==> src/rtl/hostcmd_sum_engine.sv <==
module hostcmd_sum_engine #(
  parameter int BYTE_W  = 8,
  parameter int EXT_LEN = 5
) (
  input  logic                      clk,
  input  logic                      rst_n,
  input  logic                      rx_valid,
  input  logic [BYTE_W-1:0]         rx_byte,
  input  logic                      xmit_done,
  output logic                      tx_valid,
  output logic [BYTE_W-1:0]         tx_byte,
  output logic                      xmit_go,
  output logic [EXT_LEN*BYTE_W-1:0] frame_out,
  output logic                      ring_en
);
  localparam int CW = $clog2(EXT_LEN);
  localparam logic [BYTE_W-1:0] ACK_CODE   = '0;
  localparam logic [BYTE_W-1:0] READY_CODE = BYTE_W'(8'h55);
  localparam logic [BYTE_W-1:0] RING_ON    = BYTE_W'(8'hEB);
  localparam logic [BYTE_W-1:0] RING_OFF   = BYTE_W'(8'hDB);
  localparam logic [CW-1:0] LAST_EXT = CW'(EXT_LEN - 2);

  typedef enum logic [1:0] {S_IDLE, S_FRAME, S_ACK, S_LINE} state_t;

  state_t                           state;
  logic [EXT_LEN-1:0][BYTE_W-1:0]   frame;
  logic [BYTE_W-1:0]                acc;
  logic [CW-1:0]                    cnt;
  logic                             ring_cmd, ring_val;

  wire is_ack   = rx_valid && rx_byte == ACK_CODE;
  wire is_ring  = rx_valid && (rx_byte == RING_ON || rx_byte == RING_OFF);
  wire is_hdr   = rx_valid && rx_byte[2];
  wire [CW-1:0] last_idx = frame[0][0] ? LAST_EXT : '0;
  wire [BYTE_W-1:0] sum_next = acc + rx_byte;

  assign frame_out = frame;

  always_ff @(posedge clk) begin
    if (!rst_n) begin
      state    <= S_IDLE;
      frame    <= '0;
      acc      <= '0;
      cnt      <= '0;
      ring_cmd <= 1'b0;
      ring_val <= 1'b1;
      ring_en  <= 1'b1;
      tx_valid <= 1'b0;
      tx_byte  <= '0;
      xmit_go  <= 1'b0;
    end else begin
      tx_valid <= 1'b0;
      xmit_go  <= 1'b0;
      case (state)
        S_IDLE, S_ACK: begin
          if (state == S_ACK && is_ack) begin
            if (ring_cmd) begin
              ring_en  <= ring_val;
              tx_valid <= 1'b1;
              tx_byte  <= READY_CODE;
              state    <= S_IDLE;
            end else begin
              xmit_go <= 1'b1;
              state   <= S_LINE;
            end
          end else if (is_ring) begin
            ring_cmd <= 1'b1;
            ring_val <= (rx_byte == RING_ON);
            tx_valid <= 1'b1;
            tx_byte  <= rx_byte;
            state    <= S_ACK;
          end else if (is_hdr) begin
            ring_cmd <= 1'b0;
            frame    <= '0;
            frame[0] <= rx_byte;
            acc      <= rx_byte;
            cnt      <= '0;
            state    <= S_FRAME;
          end else if (rx_valid) begin
            state <= S_IDLE;
          end
        end
        S_FRAME: begin
          if (rx_valid) begin
            frame[CW'(cnt + 1'b1)] <= rx_byte;
            acc <= sum_next;
            cnt <= cnt + 1'b1;
            if (cnt == last_idx) begin
              tx_valid <= 1'b1;
              tx_byte  <= sum_next;
              state    <= S_ACK;
            end
          end
        end
        S_LINE: begin
          if (xmit_done) begin
            tx_valid <= 1'b1;
            tx_byte  <= READY_CODE;
            state    <= S_IDLE;
          end
        end
        default: state <= S_IDLE;
      endcase
    end
  end
endmodule


==> config.mk <==
export PLATFORM = sky130hd
export DESIGN_NAME = hostcmd_sum_engine
export DESIGN_NICKNAME = d
export VERILOG_FILES = /design/src/rtl/hostcmd_sum_engine.sv
export SDC_FILE = /design/constraint.sdc
export NUM_CORES = 1
export LEC_CHECK = 0
export BUFFER_PORTS_ARGS = -buffer_cell sky130_fd_sc_hd__buf_2
export CAP_MARGIN = 20
export CORE_MARGIN = 4
export CORE_UTILIZATION = 49
export CTS_CLUSTER_DIAMETER = 60
export DETAILED_ROUTE_END_ITERATION = 8
export PLACE_DENSITY = 0.76
export SLEW_MARGIN = 15
export SYNTH_ARGS = -nofsm -noshare
export SYNTH_HDL_FRONTEND = slang
export SYNTH_SLANG_ARGS = --single-unit
==> constraint.sdc <==
create_clock -name clk -period 2.65 [get_ports clk]
set_input_delay 0.53 -clock clk [delete_from_list [all_inputs] [get_ports clk]]
set_output_delay 0.53 -clock clk [all_outputs]
set_load 0.01 [all_outputs]
# [Word level (Yosys, flattened, before mapping)]
# Cells that the tools add are included.
[op_classes] n_addsub=2 mul=0 n_div=0 magnitude_cmp=2 n_eq_ne=15 shifts=0 muxes=45 bitwise_logic=1 n_reduce_logical=18
[op_table] operator="two-way mux 40 bit" count=4
[op_table] operator="two-way mux 8 bit" count=11
[op_table] operator="one-hot mux 40 bit (2 select lines)" count=1
[op_table] operator="bitwise mux 40 bit" count=1
[op_table] operator="demux 8 bit (select 3 bit)" count=1
[op_table] operator="one-hot mux 8 bit (3 select lines)" count=1
[op_table] operator="two-way mux 2 bit" count=9
[op_table] operator="equality test 8 bit, second input constant" count=2
[op_table] operator="one-hot mux 8 bit (2 select lines)" count=1
[op_table] operator="two-way mux 3 bit" count=4
[op_table] operator="inequality test 2 bit, second input constant" count=6
[op_table] operator="AND reduction 3 bit" count=4
[op_table] operator="AND reduction 5 bit" count=2
[op_table] operator="two-way mux 1 bit" count=9
[op_table] operator="adder 8 bit" count=1
[op_table] operator="logical NOT 8 bit" count=1
[op_table] operator="inequality test 3 bit, second input constant" count=2
[op_table] operator="one-hot mux 2 bit (3 select lines)" count=1
[op_table] operator="one-hot mux 3 bit (2 select lines)" count=1
[op_table] operator="logical AND 1 bit" count=5
[op_table] operator="inequality test 5 bit, second input constant" count=1
[op_table] operator="equality test 2 bit, second input constant" count=2
[op_table] operator="less-than comparator 3 x 4 -> 1 bit, second input constant" count=1
[op_table] operator="AND reduction 4 bit" count=1
[op_table] operator="10 further kinds" count=11
[word_totals] register_bits=66 latch_bits=0 ram_bits=0 rom_bits=0 input_bits=12 word_cells=97 mem_count=0

# [Longest topological paths before layout]
# Gate-level depths: netlist of the first run.
[logic_depth] ltp_word=8 depth_mapped=10 mapped_depth_nobuf=8

# [Worst setup path after synthesis of the first run]
# No wires, ideal clock.
[synth_timing] path_type="input to register" start="input rx_byte[0]" end="register acc[6]" t_arrival_ns=1.998 required_time_ns=2.591 slack_ns=0.594 stages=8 path_cell_list="ha_1 fa_1 a211oi_1 nor3b_1 mux2i_1 nand2_1 o21ai_0 and2_1"
[synth_via] elab_chain_cells=5
[synth_rtl] element="start: declaration" line_no="8" text="input logic [BYTE_W-1:0] rx_byte,"
[synth_rtl] element="branches (longest 5 deep; another with adder 8 bit)"
[synth_rtl] element="end signal: assignment" line_no="76" text="acc <= rx_byte;"
[synth_rtl] element="end signal: assignment" line_no="86" text="acc <= sum_next;"
[synth_rtl] element="end: declaration" line_no="27" text="logic [BYTE_W-1:0] acc;"
# Parallel ways; which one is timed is not known. The select of a mux whose other input is x is not followed.
# A chain may end at the register's enable or synchronous reset.

# [Final worst setup path of the first run]
[layout_timing] start="register cnt[0]" end="register frame, in the netlist frame_out[3]"
[layout_via] elab_chain_cells=8
[layout_rtl] element="start: declaration" line_no="28" text="logic [CW-1:0] cnt;"
[layout_rtl] element="start signal: assignment" line_no="87" text="cnt <= cnt + 1'b1;"
[layout_rtl] element="adder 3 x 1 -> 3 bit (*)" line_no="85" text="frame[CW'(cnt + 1'b1)] <= rx_byte;"
[layout_rtl] element="less-than comparator 3 x 4 -> 1 bit (not written as such) or greater-or-equal comparator 3 x 1 -> 1 bit (tied branches)" line_no="85"
[layout_rtl] element="logical AND 1 bit (not written as such)" line_no="85"
[layout_rtl] element="two-way mux 8 bit (not written as such)" line_no="85"
[layout_rtl] element="demux 8 bit (select 3 bit) (*)" line_no="85"
[layout_rtl] element="bitwise mux 40 bit (*)" line_no="85"
[layout_rtl] element="two-way mux 40 bit (*)" line_no="84" text="if (rx_valid) begin"
[layout_rtl] element="one-hot mux 40 bit (2 select lines) (*)" line_no="54" text="case (state)"
[layout_rtl] element="end signal: indexed assignment" line_no="85"
[layout_rtl] element="end: declaration" line_no="26" text="logic [EXT_LEN-1:0][BYTE_W-1:0] frame;"
# Mark *: on every way between the ends. The rest lies on a longest branch, timed or not. The select of a mux whose other input is x is not followed.

==> results.tsv, run 1 <==
metric	value	unit
first-pass GRT wire length	12.3	mm
Req. time, crit path	2.87	ns
H-tree lvl count	3	
fillers	548	
drt pass-1 iters	5	
P per Cell Area	658	nW/um2
Die Y	86.4	um
GRT Overall Usage	21.4	%
max cap viols	0	
DPL Wire Length	5.17	mm
CTS clk-pin slew, worst paths	0.07	ns
vias in the first global route	2527	
later-pin clock latency in the skew report	0.35	ns
Synth async-reset ratio	0	%
core area	5960	um2
Synthesized Nets	362	
drt wl/cell	16.2	um
drt drc	0	
unrepaired setup endpoints after global routing	false	
final period utilization	82.5	%
post-cts sizing count	0	
Synth Area per Inst	8.84	um2
Hold Path Class	flip-flop to flip-flop	
fmax	457	MHz
Initial Utilization	50.6	%
Static Leak	1.51	nW
Die Footprint	7470	um2
CP Capture Type	flip-flop	
n_diodes	0	
# setup viols final	0	
pin count of the biggest net entering global routing	28	
via/cell ratio	5.81	
cell area after layout	3560	um2
Syn-to-layout area delta	18.0	%
GP Congestion	0.882	
most common cell after layout, fill and taps aside	dfxtp_1	
clock sink count	66	
Root Buffer	clkbuf_8	
row count	28	
CTS tree	done	
crit path kind	flip-flop to flip-flop	
Main synth FF type	dfxtp_1	
layout cells sized above 1	23.6	%
DRT antenna net count	0	
#FFs+latches synth	66	
Final Skew	0.00674	ns
Post-CTS Hold Buffers	0	
CP Launch Type	flip-flop	
Post-Route WL	7.68	mm
mapped cell area	3020	um2
multi-input combinational cell area	1520	um2
setup TNS	0	ns
Netlist cell types	51	
initial drt markers	245	
# Post-CTS Setup Buffers	0	
die width	86.4	um
Worst IR Drop VDD	0.461	mV
Cell Area, Placed	3320	um2
Post-synth EDFFs	0	
initial antenna violation count	0	
Sequential Area	1320	um2
total I/O pin count	63	
total congestion overflow	0	
post-layout min period	2.19	ns
Final Hold Viols	0	
outcome	finished clean	
Worst-Margin Slew	0.644	ns
Synth Warn #	0	
Slew headroom	57.1	%
Final nets	415	
fin. max-slew vios	0	
Synth Instances	341	
Num CTS Buffers	9	
sequential area share after synthesis	43.8	%
commonest non-fill, non-tap cells in the layout	66 x dfxtp_1, 62 x buf_2, 61 x nor2_1	
via count	2756	
Arr. time, crit path	2.41	ns
Crit Path Max Fanout	11	
Max Buffers Root-to-Sink	2	
Port Buffers	62	
## cell families (layout without fill, tap and decap cells)
kind of cell    after synthesis  count (layout)  synth area share, %
simple gates                132             132                 21.3
flops                        66              66                 43.8
xor+xnor                      5               5                 1.45
buf+inv                      30              88                 5.68
fa+ha+maj                     9               9                 3.98
compound gates               90              90                 20.7
mux                           9               9                 2.99
## final cells by class
class                   count  share of cell area (%)
clock inverters             5                    2.88
inverters                   3                   0.316
multi-input cells         245                    42.8
well taps                  75                    2.64
clock buffers              11                    3.69
flip-flops and latches     66                    37.1
repair buffers             69                    10.5
## through the flow
step / util [%] / std cells / total power, mW / hold WS, ns / worst slack [ns]
finish: 59.7 / 474 / 2.34 / 0.456 / 0.464
global route: 59.7 / 474 / 2.44 / 0.488 / 0.273
CTS: 59.7 / 474 / 2.35 / 0.463 / 0.491
detailed placement: 55.8 / 458 / 1.35 / 0.452 / 0.365
global placement: 55.8 / 458 / 1.35 / 0.450 / 0.372
floorplan: - / 341 / 1.28 / 0.436 / 0.594
## cells in the mapped netlist, types with 3 or more instances
library cell	instances	area (um2)
a31oi_1	5	31.3
a211oi_1	5	37.5
o21ai_1	4	20.0
nand4_1	3	18.8
ha_1	8	100
nor2_1	61	229
nor4_1	3	18.8
a22oi_1	32	240
nor2b_1	5	31.3
and3_1	3	18.8
nand3_1	5	25.0
nand2b_1	4	25.0
xnor2_1	4	35.0
mux2i_1	9	90.1
nand3b_1	4	30.0
clkbuf_1	8	30.0
a21oi_2	3	26.3
nand2_1	23	86.3
buf_6	3	33.8
dfxtp_1	66	1320
buf_2	10	50.1
nor3_1	5	25.0
clkbuf_2	3	15.0
nor3b_1	4	30.0
o21ai_0	16	80.1
a311oi_1	3	26.3
a21oi_1	9	45.0
## power breakdown
| group | total, mW | internal [mW] | switching, mW |
|---|---|---|---|
| Clock | 1.01 | 0.624 | 0.382 |
| Sequential | 1.04 | 1.02 | 0.0191 |
| Combinational | 0.292 | 0.107 | 0.185 |
| Total | 2.34 | 1.75 | 0.586 |
## flip-flops by register name (all words and copies together), names as in the netlist
name,count
state,2
ring_cmd,1
tx_valid,1
xmit_go,1
cnt,3
ring_en,1
ring_val,1
frame_out,40
tx_byte,8
acc,8
## critical path, cell delays in order (launching register included)
cell      delay [ns]
dfxtp_1         0.41
ha_1            0.28
xnor2_1         0.33
nand3b_1        0.15
a21oi_2         0.54
mux2i_1         0.27
nor2_1          0.07
## layer usage
metal	vias to the layer above	global-route usage (%)	share of wire (%)
li1	1331	-	-
met2	110	32.5	46
met5	-	0	0
met1	1300	28.1	44
met4	0	8.36	2.0
met3	15	7.22	8.6
## path summary, 6_finish.rpt
path | start | end | slack, ns | depth (start not counted)
min | tx_byte[2]$_SDFFE_PN0P_ | tx_byte[2]$_SDFFE_PN0P_ | 0.46 | 2
max reg2reg | cnt[0]$_SDFFE_PN0P_ | frame_out[3]$_SDFFE_PN0P_ | 0.46 | 6
min reg2reg | tx_byte[2]$_SDFFE_PN0P_ | tx_byte[2]$_SDFFE_PN0P_ | 0.46 | 2
max | cnt[0]$_SDFFE_PN0P_ | frame_out[3]$_SDFFE_PN0P_ | 0.46 | 6
No activity file was read; power rests on OpenSTA's default activity.
==> inputs of run 2 (changes only) <==
==> constraint.sdc (replaced) <==
create_clock -name clk -period 2.3 [get_ports clk]
set_input_delay 0.46 -clock clk [delete_from_list [all_inputs] [get_ports clk]]
set_output_delay 0.46 -clock clk [all_outputs]
set_load 0.01 [all_outputs]
==> run 2 against run 1 <==
  * Final area increased by 0.74%
  * Largest power group unchanged
  * Cell count is 1.3% higher
  * Sequential power up 15%
  * First-iteration DRC count is 42% lower
  * Die area is the same
  * Count of clock-buffer cells in the layout decreased by 1
  * Clock skew hardly changed
  * Core utilization rose by 0.44 points
  * Clock power is 6% lower
  * Critical endpoint is now frame_out[11]$_SDFFE_PN0P_
==> results.tsv, run 2 (synthesis gave the netlist of run 1 again) <==
metric	value	unit	change
outcome	finished clean		
most common cell after layout, fill and taps aside	dfxtp_1		
P per Cell Area	697	nW/um2	+5.9%
Initial Utilization	50.6	%	unchanged
CP Capture Type	flip-flop		
Hold Path Class	primary input to flip-flop		
switch share	26.6	%	+1.6 points
die width	86.4	um	unchanged
crit path kind	flip-flop to flip-flop		
post-cts sizing count	0		unchanged
Layout Cells excl Fill	480		+1.3%
Crit Path Max Fanout	11		unchanged
CTS tree	done		
GRT Overall Usage	21.4	%	about the same
Root Buffer	clkbuf_8		
hold wc startpoint	rst_n		
Placed Instances	465		+1.5%
Worst-Margin Slew	0.575	ns	-0.0688 ns
core area	5960	um2	unchanged
Cell Area, Placed	3390	um2	+2.0%
via count	2688		-2.5%
H-tree lvl count	3		unchanged
Req. time, crit path	2.52	ns	-0.35 ns
max FFs per register	40		unchanged
Final nets	422		+1.7%
Final Hold Viols	0		unchanged
Post-CTS Hold Buffers	0		unchanged
total I/O pin count	63		unchanged
Slew headroom	61.4	%	+4.3 points
n_diodes	0		unchanged
# setup viols final	0		unchanged
pin count of the biggest net entering global routing	28		unchanged
critical path, cell by cell	ha_1 > xnor2_1 > nor3b_1 > o21ai_1 > a22oi_1 > nor2_1		
CP Launch Type	flip-flop		
clock sink count	66		unchanged
Final Skew	0.00662	ns	-0.000121 ns
Max Buffers Root-to-Sink	2		unchanged
setup TNS	0	ns	unchanged
Static Leak	1.53	nW	+1.3%
vias in the first global route	2473		-2.1%
Num CTS Buffers	9		unchanged
slowest stage delay, CP	0.41	ns	-0.13 ns
Internal	1.83	mW	+4.5%
slowest cell on the critical path	dfxtp_1		
row count	28		unchanged
Die Y	86.4	um	unchanged
drt drc	0		unchanged
fmax	506	MHz	+11%
Worst path top cell family by delay	compound AO/OA/AOI/OAI gates		
max cap viols	0		unchanged
DPL Wire Length	5.10	mm	-1.4%
critical path buffer and inverter count	0		unchanged
Reg2Reg Launch Point	cnt[0]$_SDFFE_PN0P_		
initial drt markers	141		-42%
Worst Reg-to-Reg Cells	6		unchanged
GP Congestion	0.898		+1.9%
drt pass-1 iters	5		unchanged
initial antenna violation count	0		unchanged
multi-input combinational cell area	1530	um2	+0.16%
drt wl/cell	15.7	um	-2.8%
unrepaired setup endpoints after global routing	false		
Arr. time, crit path	2.20	ns	-0.21 ns
cell area after layout	3580	um2	+0.74%
Die Footprint	7470	um2	unchanged
Clk network pwr share	38.1	%	-4.9 points
sequential share of power	48.1	%	+3.6 points
Psw	0.665	mW	+13%
Port Buffers	62		unchanged
via/cell ratio	5.60		-3.7%
post-layout min period	1.98	ns	-0.209 ns
hold endpoint	ring_val$_SDFFE_PN1P_		
Post-Route WL	7.56	mm	-1.5%
fin. max-slew vios	0		unchanged
fillers	537		-2.0%
first-pass GRT wire length	12.3	mm	-0.28%
final period utilization	85.9	%	+3.5 points
# Post-CTS Setup Buffers	0		unchanged
power share of the combinational group	13.9	%	+1.4 points
Sequential Area	1320	um2	unchanged
CTS clk-pin slew, worst paths	0.07	ns	about the same
later-pin clock latency in the skew report	0.34	ns	about the same
commonest non-fill, non-tap cells in the layout	66 x dfxtp_1, 62 x buf_2, 61 x nor2_1		
DRT antenna net count	0		unchanged
WHS	0.444	ns	-0.0120 ns
hold path cells	2		unchanged
worst reg2reg setup slack	0.32	ns	-0.14 ns
total congestion overflow	0		unchanged
Worst IR Drop VDD	0.460	mV	-0.24%
reg2reg end	frame_out[11]$_SDFFE_PN0P_		
Syn-to-layout area delta	18.9	%	
layout cells sized above 1	25.4	%	+1.9 points
-- run 2: layout make-up --
| type | count | share of cell area [%] |
|---|---|---|
| clock buffers | 10 | 3.84 |
| clock inverters | 5 | 1.54 |
| inverters | 3 | 0.314 |
| multi-input cells | 245 | 42.5 |
| flip-flops and latches | 66 | 36.9 |
| well taps | 75 | 2.62 |
| repair buffers | 76 | 12.3 |
-- run 2: how the worst max path moves through the flow --
| stage | startpoint | end | slack (ns) | depth (start not counted) |
|---|---|---|---|---|
| after floorplan | rx_byte[0] | acc[6]$_SDFFE_PN0P_ | 0.31 | 8 |
| after global placement | rx_byte[0] | acc[6]$_SDFFE_PN0P_ | 0.1 | 9 |
| after detailed placement | rx_byte[0] | acc[6]$_SDFFE_PN0P_ | 0.07 | 9 |
| after CTS | cnt[0]$_SDFFE_PN0P_ | frame_out[21]$_SDFFE_PN0P_ | 0.32 | 6 |
| after global routing | cnt[0]$_SDFFE_PN0P_ | frame_out[37]$_SDFFE_PN0P_ | 0.09 | 6 |
| final | cnt[0]$_SDFFE_PN0P_ | frame_out[11]$_SDFFE_PN0P_ | 0.32 | 6 |
-- run 2: power by group through the flow --
stage          registers [mW]  clock network [mW]  logic, mW
2_1_floorplan            1.23                   0      0.236
3_3_place_gp             1.23                   0      0.337
3_5_place_dp             1.23                   0      0.341
4_1_cts                  1.20               0.975      0.344
5_1_grt                  1.20                1.03      0.384
6_report                 1.20               0.951      0.346
-- run 2: stage by stage --
| step | power, mW | worst slack (ns) | util [%] |
|---|---|---|---|
| 2_1_floorplan | 1.47 | 0.314 | - |
| 3_3_place_gp | 1.56 | 0.0995 | 56.9 |
| 3_5_place_dp | 1.57 | 0.0700 | 56.9 |
| 4_1_cts | 2.52 | 0.321 | 60.1 |
| 5_1_grt | 2.62 | 0.0939 | 60.2 |
| 6_report | 2.50 | 0.323 | 60.2 |
-- run 2: routing by layer --
metal / part of all wire (%) / wire [um] / track usage [%]
met3: 9.5 / 716 / 8.17
met5: 0 / 0 / 0
met4: 0.95 / 72 / 7.51
met2: 46 / 3460 / 32.3
met1: 44 / 3310 / 28.0
